$ cat src/rtl/nseq_pkg.sv
package nseq_pkg;

  localparam logic [2:0] TY_READ  = 3'd0;
  localparam logic [2:0] TY_PROG  = 3'd1;
  localparam logic [2:0] TY_ERASE = 3'd2;
  localparam logic [2:0] TY_RDID  = 3'd3;
  localparam logic [2:0] TY_RDST  = 3'd4;
  localparam logic [2:0] TY_RESET = 3'd5;

  localparam logic [1:0] OP_CMD  = 2'd0;
  localparam logic [1:0] OP_ADDR = 2'd1;
  localparam logic [1:0] OP_RDB  = 2'd2;

  // word0 field layout (bit positions decoded by hardware)
  typedef struct packed {
    logic [5:0] rsvd;     // 31:26
    logic       auto_rs;  // 25
    logic       cs;       // 24
    logic [2:0] ctype;    // 23:21
    logic       spare;    // 20
    logic       dbc;      // 19
    logic [2:0] naddr;    // 18:16
    logic [7:0] cmd2;     // 15:8
    logic [7:0] cmd1;     // 7:0
  } desc_w0_t;

  typedef enum logic [3:0] {
    S_IDLE, S_CMD1, S_ADDR, S_DWR, S_CMD2,
    S_WAIT, S_DRD, S_STC, S_STR, S_FIN
  } seq_state_e;

endpackage

$ cat src/rtl/nseq_desc_loader.sv
module nseq_desc_loader #(
  parameter int WORD_W = 32,
  parameter int NWORDS = 3
) (
  input  logic                           clk,
  input  logic                           rst_n,
  input  logic                           run_en,
  input  logic                           busy,
  input  logic                           op_end,
  input  logic                           wr_en,
  input  logic [WORD_W-1:0]              wr_data,
  output logic [NWORDS-1:0][WORD_W-1:0]  words,
  output logic                           wr_req,
  output logic                           start
);
  localparam int CW = $clog2(NWORDS + 1);
  localparam logic [CW-1:0] FULL = CW'(NWORDS);

  logic [CW-1:0] cnt_q, cnt_d;
  logic          accept;

  assign accept = wr_en && run_en && !busy && (cnt_q != FULL);
  assign start  = accept && (cnt_q == FULL - CW'(1));
  assign wr_req = run_en && !busy && (cnt_q != FULL);

  always_comb begin
    cnt_d = cnt_q;
    if (!run_en || op_end) cnt_d = '0;
    else if (accept)       cnt_d = cnt_q + CW'(1);
  end

  always_ff @(posedge clk or negedge rst_n) begin
    if (!rst_n) cnt_q <= '0;
    else        cnt_q <= cnt_d;
  end

  always_ff @(posedge clk or negedge rst_n) begin
    if (!rst_n) begin
      words <= '0;
    end else if (accept) begin
      for (int i = 0; i < NWORDS; i++) begin
        if (cnt_q == CW'(i)) words[i] <= wr_data;
      end
    end
  end

  a_r1_count_cleared: assert property (@(posedge clk) disable iff (!rst_n)
    !run_en |=> (cnt_q == '0));
  a_r11_words_hold: assert property (@(posedge clk) disable iff (!rst_n)
    busy |=> $stable(words));

endmodule

$ cat src/rtl/nseq_addr_mux.sv
module nseq_addr_mux #(
  parameter int NB = 8
) (
  input  logic [NB*8-1:0]         addr_bits,
  input  logic [$clog2(NB)-1:0]   idx,
  output logic [7:0]              abyte
);
  logic [7:0] lane [NB];

  for (genvar g = 0; g < NB; g++) begin : g_lane
    assign lane[g] = addr_bits[g*8 +: 8];
  end

  assign abyte = lane[idx];
endmodule

$ cat src/rtl/nseq_len_calc.sv
module nseq_len_calc
  import nseq_pkg::*;
#(
  parameter int LP_MAIN  = 2048,
  parameter int LP_SPARE = 64,
  parameter int SP_MAIN  = 512,
  parameter int SP_SPARE = 16,
  parameter int LP_ECC   = 24,
  parameter int SP_ECC   = 8,
  parameter int LP_ID    = 4,
  parameter int SP_ID    = 2,
  parameter int LEN_W    = 12
) (
  input  logic             large_page,
  input  logic             ecc_en,
  input  logic [2:0]       ctype,
  output logic [LEN_W-1:0] len
);
  localparam int LP_FULL = LP_MAIN + LP_SPARE;
  localparam int SP_FULL = SP_MAIN + SP_SPARE;
  localparam logic [LEN_W-1:0] L_LP_RAW = LEN_W'(LP_FULL);
  localparam logic [LEN_W-1:0] L_LP_ECC = LEN_W'(LP_FULL - LP_ECC);
  localparam logic [LEN_W-1:0] L_SP_RAW = LEN_W'(SP_FULL);
  localparam logic [LEN_W-1:0] L_SP_ECC = LEN_W'(SP_FULL - SP_ECC);

  always_comb begin
    len = '0;
    case (ctype)
      TY_READ, TY_PROG: begin
        if (large_page) len = ecc_en ? L_LP_ECC : L_LP_RAW;
        else            len = ecc_en ? L_SP_ECC : L_SP_RAW;
      end
      TY_RDID: len = large_page ? LEN_W'(LP_ID) : LEN_W'(SP_ID);
      TY_RDST: len = LEN_W'(1);
      default: len = '0;
    endcase
  end
endmodule

$ cat src/rtl/nseq_flow.sv
module nseq_flow
  import nseq_pkg::*;
#(
  parameter int          NCS       = 2,
  parameter int          AIDX_W    = 3,
  parameter logic [7:0]  STAT_CMD  = 8'h70,
  parameter int          FAIL_BIT  = 0
) (
  input  logic              clk,
  input  logic              rst_n,
  input  logic              run_en,
  input  logic              start,
  input  desc_w0_t          w0,
  input  logic [7:0]        abyte,
  output logic [AIDX_W-1:0] aidx,
  output logic              busy,
  output logic              op_end,
  output logic              bus_req,
  output logic [1:0]        bus_op,
  output logic [7:0]        bus_byte,
  input  logic              bus_ack,
  input  logic [7:0]        bus_rbyte,
  input  logic              nand_rb,
  output logic              rd_data_req,
  output logic              wr_data_req,
  input  logic              data_done,
  output logic [NCS-1:0]    ce_n,
  output logic [NCS-1:0]    cmd_done,
  output logic [NCS-1:0]    bad_block
);
  seq_state_e        st_q, st_d;
  logic [AIDX_W-1:0] aidx_q, aidx_d;
  logic              fail_q, fail_d;
  logic              aidx_en, fail_en;

  function automatic seq_state_e after_cmd2(input logic [2:0] ty);
    return (ty == TY_RDID || ty == TY_RDST) ? S_DRD : S_WAIT;
  endfunction

  function automatic seq_state_e after_addr(input logic [2:0] ty, input logic dbc);
    if (ty == TY_PROG) return S_DWR;
    if (dbc)           return S_CMD2;
    return after_cmd2(ty);
  endfunction

  always_comb begin
    case (st_q)
      S_CMD1, S_ADDR, S_CMD2, S_STC, S_STR: bus_req = 1'b1;
      default:                              bus_req = 1'b0;
    endcase
  end

  always_comb begin
    st_d   = st_q;
    aidx_d = aidx_q;
    fail_d = fail_q;
    case (st_q)
      S_IDLE: if (start) begin
        st_d   = S_CMD1;
        aidx_d = '0;
        fail_d = 1'b0;
      end
      S_CMD1: if (bus_ack)
        st_d = (w0.naddr != 3'd0) ? S_ADDR : after_addr(w0.ctype, w0.dbc);
      S_ADDR: if (bus_ack) begin
        if (aidx_q == AIDX_W'(w0.naddr - 3'd1)) begin
          st_d   = after_addr(w0.ctype, w0.dbc);
          aidx_d = '0;
        end else begin
          aidx_d = aidx_q + AIDX_W'(1);
        end
      end
      S_DWR:  if (data_done) st_d = w0.dbc ? S_CMD2 : after_cmd2(w0.ctype);
      S_CMD2: if (bus_ack)   st_d = after_cmd2(w0.ctype);
      S_WAIT: if (nand_rb) begin
        if (w0.ctype == TY_READ)
          st_d = S_DRD;
        else if ((w0.ctype == TY_PROG || w0.ctype == TY_ERASE) && w0.auto_rs)
          st_d = S_STC;
        else
          st_d = S_FIN;
      end
      S_DRD:  if (data_done) st_d = S_FIN;
      S_STC:  if (bus_ack)   st_d = S_STR;
      S_STR:  if (bus_ack) begin
        fail_d = bus_rbyte[FAIL_BIT];
        st_d   = S_FIN;
      end
      S_FIN:  st_d = S_IDLE;
      default: st_d = S_IDLE;
    endcase
    if (!run_en && st_q != S_IDLE) begin
      aidx_d = '0;
      st_d   = (!bus_req || bus_ack) ? S_IDLE : st_q;
    end
  end

  assign aidx_en = (aidx_d != aidx_q);
  assign fail_en = (fail_d != fail_q);

  always_ff @(posedge clk or negedge rst_n) begin
    if (!rst_n) st_q <= S_IDLE;
    else        st_q <= st_d;
  end

  always_ff @(posedge clk or negedge rst_n) begin
    if (!rst_n)       aidx_q <= '0;
    else if (aidx_en) aidx_q <= aidx_d;
  end

  always_ff @(posedge clk or negedge rst_n) begin
    if (!rst_n)       fail_q <= 1'b0;
    else if (fail_en) fail_q <= fail_d;
  end

  assign aidx   = aidx_q;
  assign busy   = (st_q != S_IDLE);
  assign op_end = (st_q == S_FIN);

  always_comb begin
    bus_op   = OP_CMD;
    bus_byte = 8'h00;
    case (st_q)
      S_CMD1: bus_byte = w0.cmd1;
      S_ADDR: begin bus_op = OP_ADDR; bus_byte = abyte; end
      S_CMD2: bus_byte = w0.cmd2;
      S_STC:  bus_byte = STAT_CMD;
      S_STR:  bus_op = OP_RDB;
      default: ;
    endcase
  end

  assign rd_data_req = (st_q == S_DRD);
  assign wr_data_req = (st_q == S_DWR);

  for (genvar g = 0; g < NCS; g++) begin : g_lane
    assign ce_n[g]      = !(busy && (w0.cs == 1'(g)));
    assign cmd_done[g]  = op_end && (w0.cs == 1'(g)) && !fail_q;
    assign bad_block[g] = op_end && (w0.cs == 1'(g)) && fail_q;
  end

  a_r3_bus_hold: assert property (@(posedge clk) disable iff (!rst_n)
    (bus_req && !bus_ack) |=> (bus_req && $stable(bus_byte) && $stable(bus_op)));
  a_r9_one_ce: assert property (@(posedge clk) disable iff (!rst_n)
    $countones(~ce_n) <= 1);
  a_r7_done_or_bad: assert property (@(posedge clk) disable iff (!rst_n)
    $onehot0({cmd_done, bad_block}));
  a_r6_data_then_done: assert property (@(posedge clk) disable iff (!rst_n)
    (wr_data_req && data_done) |=> !(|cmd_done));

endmodule

$ cat src/rtl/nand_cmd_seq.sv
module nand_cmd_seq
  import nseq_pkg::*;
#(
  parameter int WORD_W = 32,
  parameter int NWORDS = 3,
  parameter int NCS    = 2,
  parameter int LEN_W  = 12
) (
  input  logic              clk,
  input  logic              rst_n,
  input  logic              run_en,
  input  logic              large_page,
  input  logic              ecc_en,
  input  logic              desc_wr,
  input  logic [31:0]       desc_data,
  output logic              desc_req,
  output logic              bus_req,
  output logic [1:0]        bus_op,
  output logic [7:0]        bus_byte,
  input  logic              bus_ack,
  input  logic [7:0]        bus_rbyte,
  input  logic              nand_rb,
  output logic              rd_data_req,
  output logic              wr_data_req,
  output logic [11:0]       data_len,
  input  logic              data_done,
  output logic [1:0]        ce_n,
  output logic [1:0]        cmd_done,
  output logic [1:0]        bad_block
);
  localparam int ABYTES = (NWORDS - 1) * (WORD_W / 8);
  localparam int AIDX_W = $clog2(ABYTES);

  logic rst_meta, rst_s;

  always_ff @(posedge clk or negedge rst_n) begin
    if (!rst_n) begin
      rst_meta <= 1'b0;
      rst_s    <= 1'b0;
    end else begin
      rst_meta <= 1'b1;
      rst_s    <= rst_meta;
    end
  end

  logic [NWORDS-1:0][WORD_W-1:0] words;
  logic                          busy, op_end, start;
  logic [AIDX_W-1:0]             aidx;
  logic [7:0]                    abyte;
  desc_w0_t                      w0;

  assign w0 = desc_w0_t'(words[0]);

  nseq_desc_loader #(.WORD_W(WORD_W), .NWORDS(NWORDS)) u_load (
    .clk(clk), .rst_n(rst_s), .run_en(run_en), .busy(busy), .op_end(op_end),
    .wr_en(desc_wr), .wr_data(desc_data), .words(words),
    .wr_req(desc_req), .start(start)
  );

  nseq_addr_mux #(.NB(ABYTES)) u_amux (
    .addr_bits({words[2], words[1]}), .idx(aidx), .abyte(abyte)
  );

  nseq_len_calc #(.LEN_W(LEN_W)) u_len (
    .large_page(large_page), .ecc_en(ecc_en), .ctype(w0.ctype), .len(data_len)
  );

  nseq_flow #(.NCS(NCS), .AIDX_W(AIDX_W)) u_flow (
    .clk(clk), .rst_n(rst_s), .run_en(run_en), .start(start), .w0(w0),
    .abyte(abyte), .aidx(aidx), .busy(busy), .op_end(op_end),
    .bus_req(bus_req), .bus_op(bus_op), .bus_byte(bus_byte),
    .bus_ack(bus_ack), .bus_rbyte(bus_rbyte), .nand_rb(nand_rb),
    .rd_data_req(rd_data_req), .wr_data_req(wr_data_req),
    .data_done(data_done), .ce_n(ce_n), .cmd_done(cmd_done),
    .bad_block(bad_block)
  );

  a_r2_start_busy: assert property (@(posedge clk) disable iff (!rst_s)
    start |=> busy);
  a_r10_stop_idle: assert property (@(posedge clk) disable iff (!rst_s)
    (!run_en && !bus_req) |=> (ce_n == '1));

endmodule

$ cat config.mk
export PLATFORM = sky130hd
export DESIGN_NAME = nand_cmd_seq
export DESIGN_NICKNAME = d
export VERILOG_FILES = /design/src/rtl/nseq_pkg.sv /design/src/rtl/nseq_desc_loader.sv /design/src/rtl/nseq_addr_mux.sv /design/src/rtl/nseq_len_calc.sv /design/src/rtl/nseq_flow.sv /design/src/rtl/nand_cmd_seq.sv
export SDC_FILE = /design/constraint.sdc
export NUM_CORES = 1
export LEC_CHECK = 0
export ABC_CLOCK_PERIOD_IN_PS = 6050
export BUFFER_PORTS_ARGS = -buffer_cell sky130_fd_sc_hd__buf_4
export CAP_MARGIN = 30
export CORE_MARGIN = 1.5
export CORE_UTILIZATION = 60
export CTS_CLUSTER_DIAMETER = 200
export CTS_CLUSTER_SIZE = 25
export DETAILED_ROUTE_END_ITERATION = 6
export PLACE_DENSITY_LB_ADDON = 0.08
export SYNTH_ARGS = -nofsm -noshare
export SYNTH_HDL_FRONTEND = slang
export SYNTH_SLANG_ARGS = --single-unit
$ cat constraint.sdc
create_clock -name clk -period 6.05 [get_ports clk]
set_input_delay 0.3025 -clock clk [delete_from_list [all_inputs] [get_ports clk]]
set_output_delay 0.3025 -clock clk [all_outputs]
set_load 0.02 [all_outputs]
======== Yosys cells after proc, flatten, opt, wreduce, memory -nomap -nowiden ========
Cells that the tools add are included.
W data, S select, Z words.
storage, ports and cells
  bits in registers ....................... 102
  output and inout port bits .............. 32
operators by class
  add/subtract/negate cells ............... 3
  order comparisons ....................... 1
  equal/unequal tests ..................... 30
  muxes and demuxes ....................... 59
  bitwise logic cells ..................... 2
  reductions and logical operators ........ 38
operators with widths
  cell                  count
  $mux W4               21
  $pmux W12 S3          1
  $pmux W4 S9           1
  $pmux W8 S4           1
  $bmux W8 S3           1
  $ne A3 B2 Y1 const B  7
  $mux W1               17
  $eq A4 B3 Y1 const B  4
  $logic_and A1 B1 Y1   16
  $mux W8               2
  $mux W3               5
  $mux W12              1
  $reduce_and A11 Y1    1
  $ne A3 B1 Y1 const B  3
  $eq A4 B2 Y1 const B  2
  $eq A4 B4 Y1 const B  2
  $mux W2               4
  $mux W7               1
  $eq A3 B2 Y1 const B  2
  $logic_not A1 Y1      6
  $pmux W3 S2           1
  $reduce_and A2 Y1     3
  $mux W5               1
  $reduce_or A5 Y1      1
  25 further kinds      29

======== Longest topological paths before layout ========
  word-level depth ........................ 15
  depth in mapped cells ................... 9
  gate-level depth less buffers ........... 8

======== Cells and area by module ========
From an unflattened synthesis, not the netlist that was laid out.
unflattened totals
  cells, all modules ...................... 424
  area, all modules ....................... 6207.2 µm²
by module, submodules not included
  module            instances  cells an instance  area an instance (µm²)  seq. area each (µm²)
  nseq_desc_loader  1          221                4232.8                  2452.4
  nseq_flow         1          156                1203.7                  200.2
  nseq_addr_mux     1          29                 550.5                   0.0
  nseq_len_calc     1          15                 166.4                   0.0
  nand_cmd_seq      1          3                  53.8                    50.0

======== Worst setup path before layout ========
No wires, ideal clock.
  path type ............................... reg2reg
  start point ............................. register u_flow.st_q[0]
  end point ............................... register u_load.words[10] in the netlist's numbering
  setup time .............................. 0.125 ns
  data arrival time ....................... 2.277 ns
  data required time ...................... 5.925 ns
  path slack .............................. 3.648 ns
  stages on the path, launching flop included .. 10
  cells stage by stage .................... dfrtp_1 > buf_6 > or4_4 > buf_6 > nor3b_4 > and2_4 > buf_12 > nand2_8 > buf_12 > mux2_4
on the way
  word-level cells in the longest chain between the ends .. 5
ends and longest elaborated chain
  what                               RTL line                RTL
  start: declaration                 nseq_flow.sv:31         seq_state_e st_q, st_d;
  start signal: assignment           nseq_flow.sv:103        else st_q <= st_d;
  $reduce_bool A4 Y1                 nseq_flow.sv:117        assign busy = (st_q != S_IDLE);
  $logic_not A1 Y1                   nseq_desc_loader.sv:22  assign accept = wr_en && run_en && !busy && (cnt_q != FULL);
  $logic_and A1 B1 Y1 (2 in series)  nseq_desc_loader.sv:22
  $reduce_and A2 Y1 (no line)        n/a
  end signal: indexed assignment     nseq_desc_loader.sv:42  if (cnt_q == CW'(i)) words[i] <= wr_data;
  end: declaration                   nseq_desc_loader.sv:12  output logic [NWORDS-1:0][WORD_W-1:0] words,
Every way passes these cells.
A chain may end at the register's enable or synchronous reset.

======== Worst setup path after layout ========
  start point ............................. register u_flow.st_q[2]
  end point ............................... output bus_byte[2]
on the way
  word-level cells in the longest chain between the ends .. 2
  elaborated cells on any way between the ends .. 5
  those cells by class .................... eq/ne (4); mux (1)
ends and longest elaborated chain
  what                                        RTL line            RTL
  $eq A4 B3 Y1, or another cell as far along  nseq_flow.sv:123    case (st_q)
  $pmux W8 S4 (*)                             nseq_flow.sv:123
  end: declaration                            nand_cmd_seq.sv:19  output logic [7:0] bus_byte,
Mark *: on every way between the ends. The rest lies on a longest branch, timed or not.

==> flow_summary.ini <==
[final_layout]
drive_above_1_share_pct = 42.6
multiInputGateArea_um2 = 2760
layout_commonest_cell = dfrtp_1
register_area_um2 = 2530
n_fill_cell = 685
area_delta_synth_final_pct = 11.6
finalInstanceArea_um2 = 6250
num-nets-final = 535
diodes = 0
final_cell_mix = dfrtp_1 (100), buf_4 (74), mux2_4 (50), mux2_2 (39), nand2_1 (20)

[min_path]
min_to = u_load.words[60]
hp-start = desc_data[28]
holdCritPathClass = in -> reg
hold_depth = 2

[logic_synthesis]
postSynth.asyncResetShare_pct = 100
synthXorXnorAreaFrac_pct = 1.03
synthAdderAreaFrac_pct = 1.56
synth.area.mux_share_pct = 29.6
ys.flop_type = dfrtp_1
yosysTopAreaCell = dfrtp_1
yosysSeqAreaShare_pct = 45.1
synth_cells = 424
synth_edf_count = 0
netlist_area_um2 = 5600
ys_types = 62
synth.area.top_cells = dfrtp_1 (45%), mux2_4 (13%), mux2_2 (7.8%), mux4_2 (6.4%), buf_12 (2.1%)
synth_compound_area_share_pct = 7.06
synth-seq-cells = 101
synth_top_area_share_pct = 45.1
synth-simple-area-share_pct = 9.70
syn_avg_cell_area_um2 = 13.2
synth_top_family_by_area = multiplexers
ys_warn_count = 0

[sta]
fin_crit_ns = 2.86
finClkSkew_ns = 0.0130
max_freq_mhz = 350
hold_violations = 0
slew_viol_final = 0
setup_violations = 0
relSlewSlack_pct = 37.5
hold_slack_ns = 0.161
period_share_pct = 47.2
worst_pin_slew_ns = 0.937
rsz0062_at_grt = false
tns_ns = 0

[die]
coreArea_um2 = 9150
die_area_um2 = 9920
die_w_um = 99.6
start_util_pct = 61.2
ios = 81
die_h_um = 99.6
num_rows = 35

[power_and_ir_drop]
powerDensity_nw_per_um2 = 491
intPower_mw = 1.98
combPwrFrac_pct = 45.6
ir_worst_vdd_mv = 0.215
p_sw_share_pct = 35.5
leakage_nw = 2.97
p_clk_share_pct = 14.7
seqPwrFrac_pct = 39.7
switchingPower_mw = 1.09

[grt]
grt_first_pass_wirelength_um = 19000
antenna_found_initial = 0
track_usage_pct = 25.0
grt_overflow_total = 0
grt_pass1_vias = 3645
grt_max_degree = 66

[drt]
highest_layer = met4
drt-met1-wl_um = 5270
routedWlPerCell_um = 19.1
met2_length_um = 5440
routed_wirelength_um = 11300
num_vias = 3594
antenna_left = 0
drtPass1Iterations = 5
via_per_inst = 6.04
drtIter0Drc = 214
dr_wl_met3_um = 508
drcViolationCount = 0

[clock_network]
clockBufferDepth = 2
cts.clk_slew.worst_paths_ns = 0.11
cts_tree = yes
cts_root_buffer = clkbuf_8
htree_levels = 3
clk_latency_ns = 0.37
cts_sinks = 101
cts_buffers = 9
postCtsSetupRepairBufs = 0

[place]
place_hpwl_um = 7680
port_buffers = 70
gp_congestion = 0.858
post_dp_cell_area_um2 = 6040

[critical_path]
arrival_ns = 2.55
criticalPathCategory = reg -> out
r2r-start = u_flow.st_q[1]
r2r_end = u_flow.aidx[0]
rrSetupSlack_ns = 3.21
cp.required_ns = 5.75
cp-start-kind = flip-flop
crit_fanout = 26
slowest_delay_ns = 0.70
reg2reg_depth = 6
critPathSlowestCell = dfrtp_1
critPathCaptureType = primary output
crit_chain = nor2_1, nand3_1, o22ai_1, buf_4

[run]
drv_cap = 0

[run_status]
status = finished, final reports clean
-- what timing repair did --
| action | 4_1_cts | 5_1_grt |
|---|---|---|
| endpoints found under the hold margin | 2 | 0 |
| gates resized for setup | 0 | 0 |
| hold buffers | 1 | 0 |
| endpoints found under the setup margin | 0 | 0 |
-- cells in the mapped netlist, types with 4 or more instances --
cell type	count
nor2b_1	5
buf_12	6
nor2_1	19
ha_1	7
o21ai_0	7
dfrtp_1	101
mux2_2	39
o22ai_1	10
a22oi_1	6
mux2_4	50
mux2i_1	11
nand2_1	20
nor3_1	13
clkbuf_1	14
buf_4	6
inv_1	14
mux4_2	16
and2_1	4
a21oi_1	5
-- metrics by stage --
step / power, mW / instances / setup WS [ns] / utilization (%)
after floorplan: 2.35 / 426 / 3.03 / -
after global placement: 2.58 / 578 / 3.29 / 66.0
after detailed placement: 2.63 / 578 / 3.22 / 66.0
after CTS: 3.09 / 595 / 3.18 / 68.3
after global routing: 3.27 / 595 / 2.88 / 68.3
final: 3.07 / 595 / 3.19 / 68.3
-- logic make-up (layout without fill, tap and decap cells) --
group | after synthesis | in the layout
compound gates | 55 | 55
xor+xnor | 5 | 5
fa+ha+maj | 7 | 7
buf+inv | 47 | 105
flops | 101 | 101
mux | 116 | 116
other cells | 2 | 4
simple gates | 91 | 91
-- layer usage --
layer | GRT usage (%) | vias to the layer above
met5 | 0 | -
met4 | 7.37 | 0
met3 | 3.94 | 13
met2 | 40.0 | 112
met1 | 35.9 | 1811
li1 | - | 1658
-- critical path: cells and delay by family, from the launching register on --
family                 cells  cell delay [ns]
buffers and inverters      1             0.20
and+or+nand+nor            2             0.88
DFF                        1             0.70
AOI/OAI and AO/OA          1             0.40
-- power groups by stage --
stage / Combinational, mW / Clock, mW / Sequential [mW]
final: 1.40 / 0.453 / 1.22
after global routing: 1.52 / 0.489 / 1.26
after CTS: 1.41 / 0.464 / 1.21
after detailed placement: 1.40 / 0 / 1.23
after global placement: 1.37 / 0 / 1.21
after floorplan: 1.24 / 0 / 1.11
-- state kept, by name (all words and copies together) (netlist names) --
| signal | flops |
|---|---|
| u_load.words | 89 |
| u_flow.fail_q | 1 |
| u_flow.aidx | 3 |
| u_flow.st_q | 4 |
| rst_s | 1 |
| u_load.cnt_q | 2 |
| rst_meta | 1 |
-- how the worst max path moves through the flow --
stage                               from             end  slack (ns)  cells past startpoint
final                     u_flow.st_q[2]     bus_byte[2]        3.19                      4
after detailed placement  u_flow.st_q[1]  u_flow.aidx[0]        3.22                      6
after CTS                 u_flow.st_q[1]     bus_byte[2]        3.18                      3
after global routing      u_flow.st_q[1]  u_flow.aidx[1]        2.88                      6
after global placement    u_flow.st_q[1]  u_flow.aidx[1]        3.29                      6
after floorplan                    rst_s  u_flow.aidx[0]        3.03                      0
-- final cells by class --
class	count	share of cell area, %
sequential	101	40.5
clock buffer	9	1.98
multi-input combinational	278	44.1
clock inverter	7	1.28
timing repair buffer	75	9.05
inverter	14	0.841
tap	111	2.22
(Power assumes the default switching activity.)
